--- src/rtl/dmhs_pkg.sv ---
package dmhs_pkg;
  localparam int ADDR_W_DEF = 12;
  localparam logic [11:0] OFF_HALT = 12'h100;
  localparam logic [11:0] OFF_GOACK = 12'h104;
  localparam logic [11:0] OFF_RESACK = 12'h108;
  localparam logic [11:0] OFF_EXC = 12'h10C;
  localparam logic [11:0] OFF_JUMP = 12'h300;
  localparam logic [11:0] OFF_FLAGS = 12'h400;

  typedef enum logic [1:0] {
    JMP_ABSTRACT = 2'd0,
    JMP_PROGBUF  = 2'd1,
    JMP_RESUME   = 2'd2
  } jumpKind_e;

  // strobes from control to datapath
  typedef struct packed {
    logic      haltSet;
    logic      goClear;
    logic      ackSet;
    logic      excSet;
    logic      excClr;
    logic      goLoad;
    logic      goSet;
    logic      resumeSet;
    logic [7:0] hartIdx;
    logic [7:0] goIdx;
    logic [7:0] resIdx;
    jumpKind_e kind;
  } hsStrobe_t;

  function automatic logic [31:0] encodeJump(input logic [31:0] off);
    return {off[20], off[10:1], off[11], off[19:12], 5'd0, 7'h6F};
  endfunction
endpackage

--- src/rtl/dmhs_ctrl.sv ---
module dmhs_ctrl
  import dmhs_pkg::*;
#(
  parameter int NUM_HARTS = 4,
  parameter int ID_W = 2,
  parameter int ADDR_W = 12
) (
  input  logic                 clk,
  input  logic                 rstN,
  input  logic                 hartValid,
  input  logic                 hartWrite,
  input  logic [ADDR_W-1:0]    hartAddr,
  input  logic [31:0]          hartWdata,
  input  logic [3:0]           hartStrb,
  input  logic [ID_W-1:0]      dbgSel,
  input  logic                 dbgGoReq,
  input  logic [1:0]           dbgGoKind,
  input  logic                 dbgResumeReq,
  input  logic [NUM_HARTS-1:0] haltedVec,
  input  logic [NUM_HARTS-1:0] goVec,
  output hsStrobe_t            st,
  output logic                 dbgBusy
);
  logic wrOk, idOk, selHalted, goBusy, goStage;
  logic [7:0] goHartQ;

  assign wrOk = hartValid && hartWrite && (|hartStrb);
  assign idOk = hartWdata < 32'(NUM_HARTS);
  assign selHalted = haltedVec[dbgSel];
  assign goBusy = (|goVec) || goStage;
  assign dbgBusy = dbgGoReq && goBusy;

  always_comb begin
    st = '0;
    st.hartIdx = hartWdata[7:0];
    st.haltSet = wrOk && (hartAddr == ADDR_W'(OFF_HALT)) && idOk;
    st.goClear = wrOk && (hartAddr == ADDR_W'(OFF_GOACK));
    st.ackSet = wrOk && (hartAddr == ADDR_W'(OFF_RESACK)) && idOk;
    st.excSet = wrOk && (hartAddr == ADDR_W'(OFF_EXC));
    st.goLoad = dbgGoReq && selHalted && !goBusy && (dbgGoKind != 2'd3);
    st.excClr = st.goLoad;
    st.kind = jumpKind_e'(dbgGoKind);
    st.goSet = goStage;
    st.goIdx = goHartQ;
    st.resumeSet = dbgResumeReq && selHalted;
    st.resIdx = 8'(dbgSel);
  end

  // jump kind is latched first; the command bit follows one cycle later
  always_ff @(posedge clk) begin
    if (!rstN) begin
      goStage <= 1'b0;
      goHartQ <= '0;
    end else begin
      goStage <= st.goLoad;
      if (st.goLoad) goHartQ <= 8'(dbgSel);
    end
  end


  busy_refuse_chk: assert property (@(posedge clk) disable iff (!rstN)
    goBusy |-> !st.goLoad);

  go_needs_halt_chk: assert property (@(posedge clk) disable iff (!rstN)
    st.goSet |-> haltedVec[goHartQ[ID_W-1:0]]);
endmodule

--- src/rtl/dmhs_data.sv ---
module dmhs_data
  import dmhs_pkg::*;
#(
  parameter int NUM_HARTS = 4,
  parameter int ID_W = 2,
  parameter int ADDR_W = 12,
  parameter logic [31:0] ABSTRACT_ADDR = 32'h380,
  parameter logic [31:0] PROGBUF_ADDR = 32'h360,
  parameter logic [31:0] RESUME_ADDR = 32'h804
) (
  input  logic                 clk,
  input  logic                 rstN,
  input  hsStrobe_t            st,
  input  logic                 hartValid,
  input  logic                 hartWrite,
  input  logic [ADDR_W-1:0]    hartAddr,
  input  logic [ID_W-1:0]      dbgSel,
  output logic [31:0]          hartRdata,
  output logic [NUM_HARTS-1:0] haltedVec,
  output logic [NUM_HARTS-1:0] goVec,
  output logic                 statHalted,
  output logic                 statGoPending,
  output logic                 statResumePending,
  output logic                 statResumeAck,
  output logic                 dbgException
);
  logic [NUM_HARTS-1:0] halted, goFlag, resumeFlag, resumeAck;
  logic exc;
  jumpKind_e kindQ;
  logic [31:0] target, jumpWord;

  always_ff @(posedge clk) begin
    if (!rstN) begin
      halted <= '0;
      goFlag <= '0;
      resumeFlag <= '0;
      resumeAck <= '0;
      exc <= 1'b0;
      kindQ <= JMP_ABSTRACT;
    end else begin
      if (st.haltSet) halted[st.hartIdx[ID_W-1:0]] <= 1'b1;
      if (st.goLoad) kindQ <= st.kind;
      if (st.goClear) goFlag <= '0;
      if (st.goSet) goFlag[st.goIdx[ID_W-1:0]] <= 1'b1;
      if (st.resumeSet) begin
        resumeFlag[st.resIdx[ID_W-1:0]] <= 1'b1;
        resumeAck[st.resIdx[ID_W-1:0]] <= 1'b0;
      end
      if (st.ackSet) begin
        resumeFlag[st.hartIdx[ID_W-1:0]] <= 1'b0;
        resumeAck[st.hartIdx[ID_W-1:0]] <= 1'b1;
        halted[st.hartIdx[ID_W-1:0]] <= 1'b0;
      end
      if (st.excClr) exc <= 1'b0;
      if (st.excSet) exc <= 1'b1;
    end
  end

  always_comb begin
    case (kindQ)
      JMP_PROGBUF: target = PROGBUF_ADDR;
      JMP_RESUME:  target = RESUME_ADDR;
      default:     target = ABSTRACT_ADDR;
    endcase
    jumpWord = encodeJump(target - 32'(OFF_JUMP));
  end

  always_comb begin
    hartRdata = '0;
    if (hartValid && !hartWrite) begin
      if (hartAddr == ADDR_W'(OFF_JUMP)) hartRdata = jumpWord;
      for (int h = 0; h < NUM_HARTS; h++) begin
        if (hartAddr[ADDR_W-1:2] == ADDR_W'(32'(OFF_FLAGS) + h) >> 2)
          hartRdata[8*(h%4) +: 8] = {6'd0, resumeFlag[h], goFlag[h]};
      end
    end
  end

  assign haltedVec = halted;
  assign goVec = goFlag;
  assign statHalted = halted[dbgSel];
  assign statGoPending = goFlag[dbgSel];
  assign statResumePending = resumeFlag[dbgSel];
  assign statResumeAck = resumeAck[dbgSel];
  assign dbgException = exc;


  go_onehot_chk: assert property (@(posedge clk) disable iff (!rstN)
    $onehot0(goFlag));

  jump_stable_chk: assert property (@(posedge clk) disable iff (!rstN)
    $rose(|goFlag) |-> $stable(jumpWord));

  halt_source_chk: assert property (@(posedge clk) disable iff (!rstN)
    !st.haltSet |=> ((halted & ~$past(halted)) == '0));

  resume_clear_chk: assert property (@(posedge clk) disable iff (!rstN)
    st.ackSet |=> !resumeFlag[$past(st.hartIdx[ID_W-1:0])]);

  exc_sticky_chk: assert property (@(posedge clk) disable iff (!rstN)
    (exc && !st.excClr) |=> exc);
endmodule

--- src/rtl/dm_hart_handshake.sv ---
module dm_hart_handshake
  import dmhs_pkg::*;
#(
  parameter int NUM_HARTS = 4,
  parameter int ID_W = $clog2(NUM_HARTS),
  parameter int ADDR_W = ADDR_W_DEF,
  parameter logic [31:0] ABSTRACT_ADDR = 32'h380,
  parameter logic [31:0] PROGBUF_ADDR = 32'h360,
  parameter logic [31:0] RESUME_ADDR = 32'h804
) (
  input  logic              clk,
  input  logic              rstN,
  input  logic              hartValid,
  input  logic              hartWrite,
  input  logic [ADDR_W-1:0] hartAddr,
  input  logic [31:0]       hartWdata,
  input  logic [3:0]        hartStrb,
  output logic [31:0]       hartRdata,
  input  logic [ID_W-1:0]   dbgSel,
  input  logic              dbgGoReq,
  input  logic [1:0]        dbgGoKind,
  input  logic              dbgResumeReq,
  output logic              dbgBusy,
  output logic              statHalted,
  output logic              statGoPending,
  output logic              statResumePending,
  output logic              statResumeAck,
  output logic              dbgException
);
  hsStrobe_t st;
  logic [NUM_HARTS-1:0] haltedVec, goVec;

  dmhs_ctrl #(.NUM_HARTS(NUM_HARTS), .ID_W(ID_W), .ADDR_W(ADDR_W)) i_ctrl (
    .clk(clk), .rstN(rstN), .hartValid(hartValid), .hartWrite(hartWrite),
    .hartAddr(hartAddr), .hartWdata(hartWdata), .hartStrb(hartStrb),
    .dbgSel(dbgSel), .dbgGoReq(dbgGoReq), .dbgGoKind(dbgGoKind),
    .dbgResumeReq(dbgResumeReq), .haltedVec(haltedVec), .goVec(goVec),
    .st(st), .dbgBusy(dbgBusy));

  dmhs_data #(.NUM_HARTS(NUM_HARTS), .ID_W(ID_W), .ADDR_W(ADDR_W),
              .ABSTRACT_ADDR(ABSTRACT_ADDR), .PROGBUF_ADDR(PROGBUF_ADDR),
              .RESUME_ADDR(RESUME_ADDR)) i_data (
    .clk(clk), .rstN(rstN), .st(st), .hartValid(hartValid),
    .hartWrite(hartWrite), .hartAddr(hartAddr), .dbgSel(dbgSel),
    .hartRdata(hartRdata), .haltedVec(haltedVec), .goVec(goVec),
    .statHalted(statHalted), .statGoPending(statGoPending),
    .statResumePending(statResumePending), .statResumeAck(statResumeAck),
    .dbgException(dbgException));
endmodule

--- config.mk ---
export PLATFORM = sky130hd
export DESIGN_NAME = dm_hart_handshake
export DESIGN_NICKNAME = d
export VERILOG_FILES = /design/src/rtl/dmhs_pkg.sv /design/src/rtl/dmhs_ctrl.sv /design/src/rtl/dmhs_data.sv /design/src/rtl/dm_hart_handshake.sv
export SDC_FILE = /design/constraint.sdc
export NUM_CORES = 1
export LEC_CHECK = 0
export BUFFER_PORTS_ARGS = -buffer_cell sky130_fd_sc_hd__clkbuf_2
export CAP_MARGIN = 10
export CELL_PAD_IN_SITES_DETAIL_PLACEMENT = 0
export CELL_PAD_IN_SITES_GLOBAL_PLACEMENT = 2
export CORE_MARGIN = 2
export CORE_UTILIZATION = 24
export DETAILED_ROUTE_END_ITERATION = 6
export MAX_ROUTING_LAYER = met4
export PLACE_DENSITY = 0.89
export SYNTH_ARGS = -nofsm -noshare
export SYNTH_HDL_FRONTEND = slang
export SYNTH_HIERARCHICAL = 1
export SYNTH_SLANG_ARGS = --single-unit
--- constraint.sdc ---
create_clock -name clk -period 2.8 [get_ports clk]
set_input_delay 0.56 -clock clk [delete_from_list [all_inputs] [get_ports clk]]
set_output_delay 0.56 -clock clk [all_outputs]
set_load 0.005 [all_outputs]
==> results by group <==
Floorplanning
  – Die W: slightly below 90 µm
  – Starting Density: between 20% and 30%
  – Die Span Y: roughly 86 µm
  – IO Count: 96
  – Cell Rows: 30
  – Core Region: approximately 0.0067 mm²
  – Die area: ~0.0075 mm²

GRT
  – Gr busiest metal: met2
  – Total track usage: between 10% and 20%
  – Initial antenna violation count: 0
  – Met2 Use GR: a little over 20%
  – Largest net degree at the start of global routing: 21
  – Global-route wire length before repair: approximately 7100 µm
  – GR Util met1: between 10% and 20%
  – Vias in the first global route: between 1,500 and 2,000
  – Met3 usage: ~2.7%
  – Grt ovf: 0

Clocking
  – Latest clock arrival within the worst-skew pair: 260 ps
  – Root Buffer Master: clkbuf_8
  – Clock buffer depth: 2
  – Cts bufs inserted: 3
  – Clock Sinks: 22
  – Setup bufs post-CTS: 0
  – H-tree depth: 1
  – CTS resizes: 0
  – Hold-fix buffers, CTS: 0
  – Clock transition at the registers of the reported paths: about 80 ps
  – CTS tree: yes

Layout
  – Cell Count, Final, Fillers Out: ~350
  – Share of layout cells above drive strength 1: between 40% and 50%
  – Most common cell after layout, fill and taps aside: clkbuf_2
  – Most frequent cells in the layout: clkbuf_2, dfxtp_1, nor2_1, nand2_1, inv_1
  – Layout Utilization: a little under a third
  – Nets: 331
  – Ant. Diodes: 0
  – Area Growth Syn to Fin: 25.5%
  – # fillers: 731

Run
  – Max Cap Viol: 0

Timing
  – Setup TNS: 0 ps
  – Final setup fails: 0
  – Period utilization: 87.5%
  – Unrepaired setup endpoints after global routing: false
  – Clock Skews: 4.42 ps
  – Final Slew Violations: 0
  – Fmax: slightly above 400 MHz
  – Period minus WS final: 2450 ps
  – Setup WS post-layout: roughly 350 ps
  – Final hold viol count: 0

Route
  – Drt wl/cell: ~13 µm
  – Router iterations before antenna repair: 4
  – Routed vias/inst: approximately 4.6
  – Total number of vias: 1,591
  – Routed wire length: 4420 µm
  – Final ANT Viol Nets: 0
  – DR iter-0 viols: 64
  – Drt drc: 0

Min path
  – Worst hold path class: flop to flop
  – Hold path cells: 2

Placement
  – Pre-CTS setup slack: around 330 ps
  – GPL Wtd Cong: between 0.7 and 0.8
  – DP HPWL: roughly 3800 µm
  – # port buffers: 88
  – DP Cell Count: approximately 340

Power and ir drop
  – Power per cell area: between 200 and 300 mW/mm²
  – Reg power frac: between 50% and 60%
  – Comb pwr share: 14.4%
  – Internal Power: 0.000452 W
  – Leakage: 0.869 nW
  – Peak VDD IR: 153 µV
  – Clk pwr share: 32.5%
  – Switching Share: a little under a quarter
  – Sw Pwr: 0.000137 W

Setup path
  – Type of origin of the critical path: input port
  – Max FO, Critical Path: 7
  – WP data arrival: roughly 1900 ps
  – CP endpoint kind: output pin
  – Reg2Reg Setup Slack: 1210 ps
  – Critical path class: input port to output pin
  – R2R cell count: 4
  – Crit path required time: roughly 2200 ps

Synthesis
  – Synthesized area: between 0.0015 and 0.002 mm²
  – Cells after Synth: approximately 200
  – Synth warn: 6
  – Synth Area per Inst: roughly 8.3 µm²

Run status
  – Outcome: finished clean
==> metal layers <==
| metal | wire, µm | share of wire, % |
|---|---|---|
| met1 | 2010 | 46 |
| met2 | 2130 | 48 |
| met3 | 267 | 6.0 |
| met4 | 9 | 0.20 |
| met5 | 0 | 0 |
==> critical path, stage by stage <==
cell      delay, ps
clkbuf_2        110
nor4_2          330
nand4b_1        300
nor2_1          400
clkbuf_2        190
==> metrics by stage <==
stage	hold WS [ps]	total power [W]	area, µm²
2_1_floorplan	433	0.000363	1650
3_3_place_gp	453	0.000403	2010
6_report	482	0.000589	2050
3_5_place_dp	468	0.000405	2010
4_1_cts	482	0.000598	2050
5_1_grt	497	0.000618	2050
==> path summary, 6_finish.rpt <==
check / start / to
worst min-delay path: i_data/resumeAck[3] / i_data/resumeAck[3]
worst max-delay path: hartAddr[3] / hartRdata[15]
worst max register to register: i_data/goVec[0] / i_data/kindQ[1]
worst min register to register: i_data/resumeAck[3] / i_data/resumeAck[3]
==> sequential cells by signal (all words and copies together), names as in the netlist <==
| name | flops |
|---|---|
| i_data/kindQ | 2 |
| i_ctrl/goHartQ | 2 |
| i_data/dbgException | 1 |
| i_data/haltedVec | 4 |
| i_ctrl/goStage | 1 |
| i_data/resumeAck | 4 |
| i_data/resumeFlag | 4 |
| i_data/goVec | 4 |
==> power by group through the flow <==
stage / logic [W] / registers [W] / clock network [W]
after global routing: 0.0000947 / 0.000313 / 0.000211
after floorplan: 0.0000435 / 0.000320 / 0
after CTS: 0.0000854 / 0.000312 / 0.000200
after global placement: 0.0000836 / 0.000320 / 0
after detailed placement: 0.0000851 / 0.000320 / 0
final: 0.0000850 / 0.000313 / 0.000192
==> area by class of cell <==
class	count	area [µm²]	share of cell area, %
well taps	80	100	4.89
multi-input cells	140	961	46.9
inverters	11	41.3	2.02
clock buffers	3	41.3	2.02
repair buffers	91	463	22.6
flip-flops and latches	22	440	21.5
No activity file was read; power rests on OpenSTA's default activity.
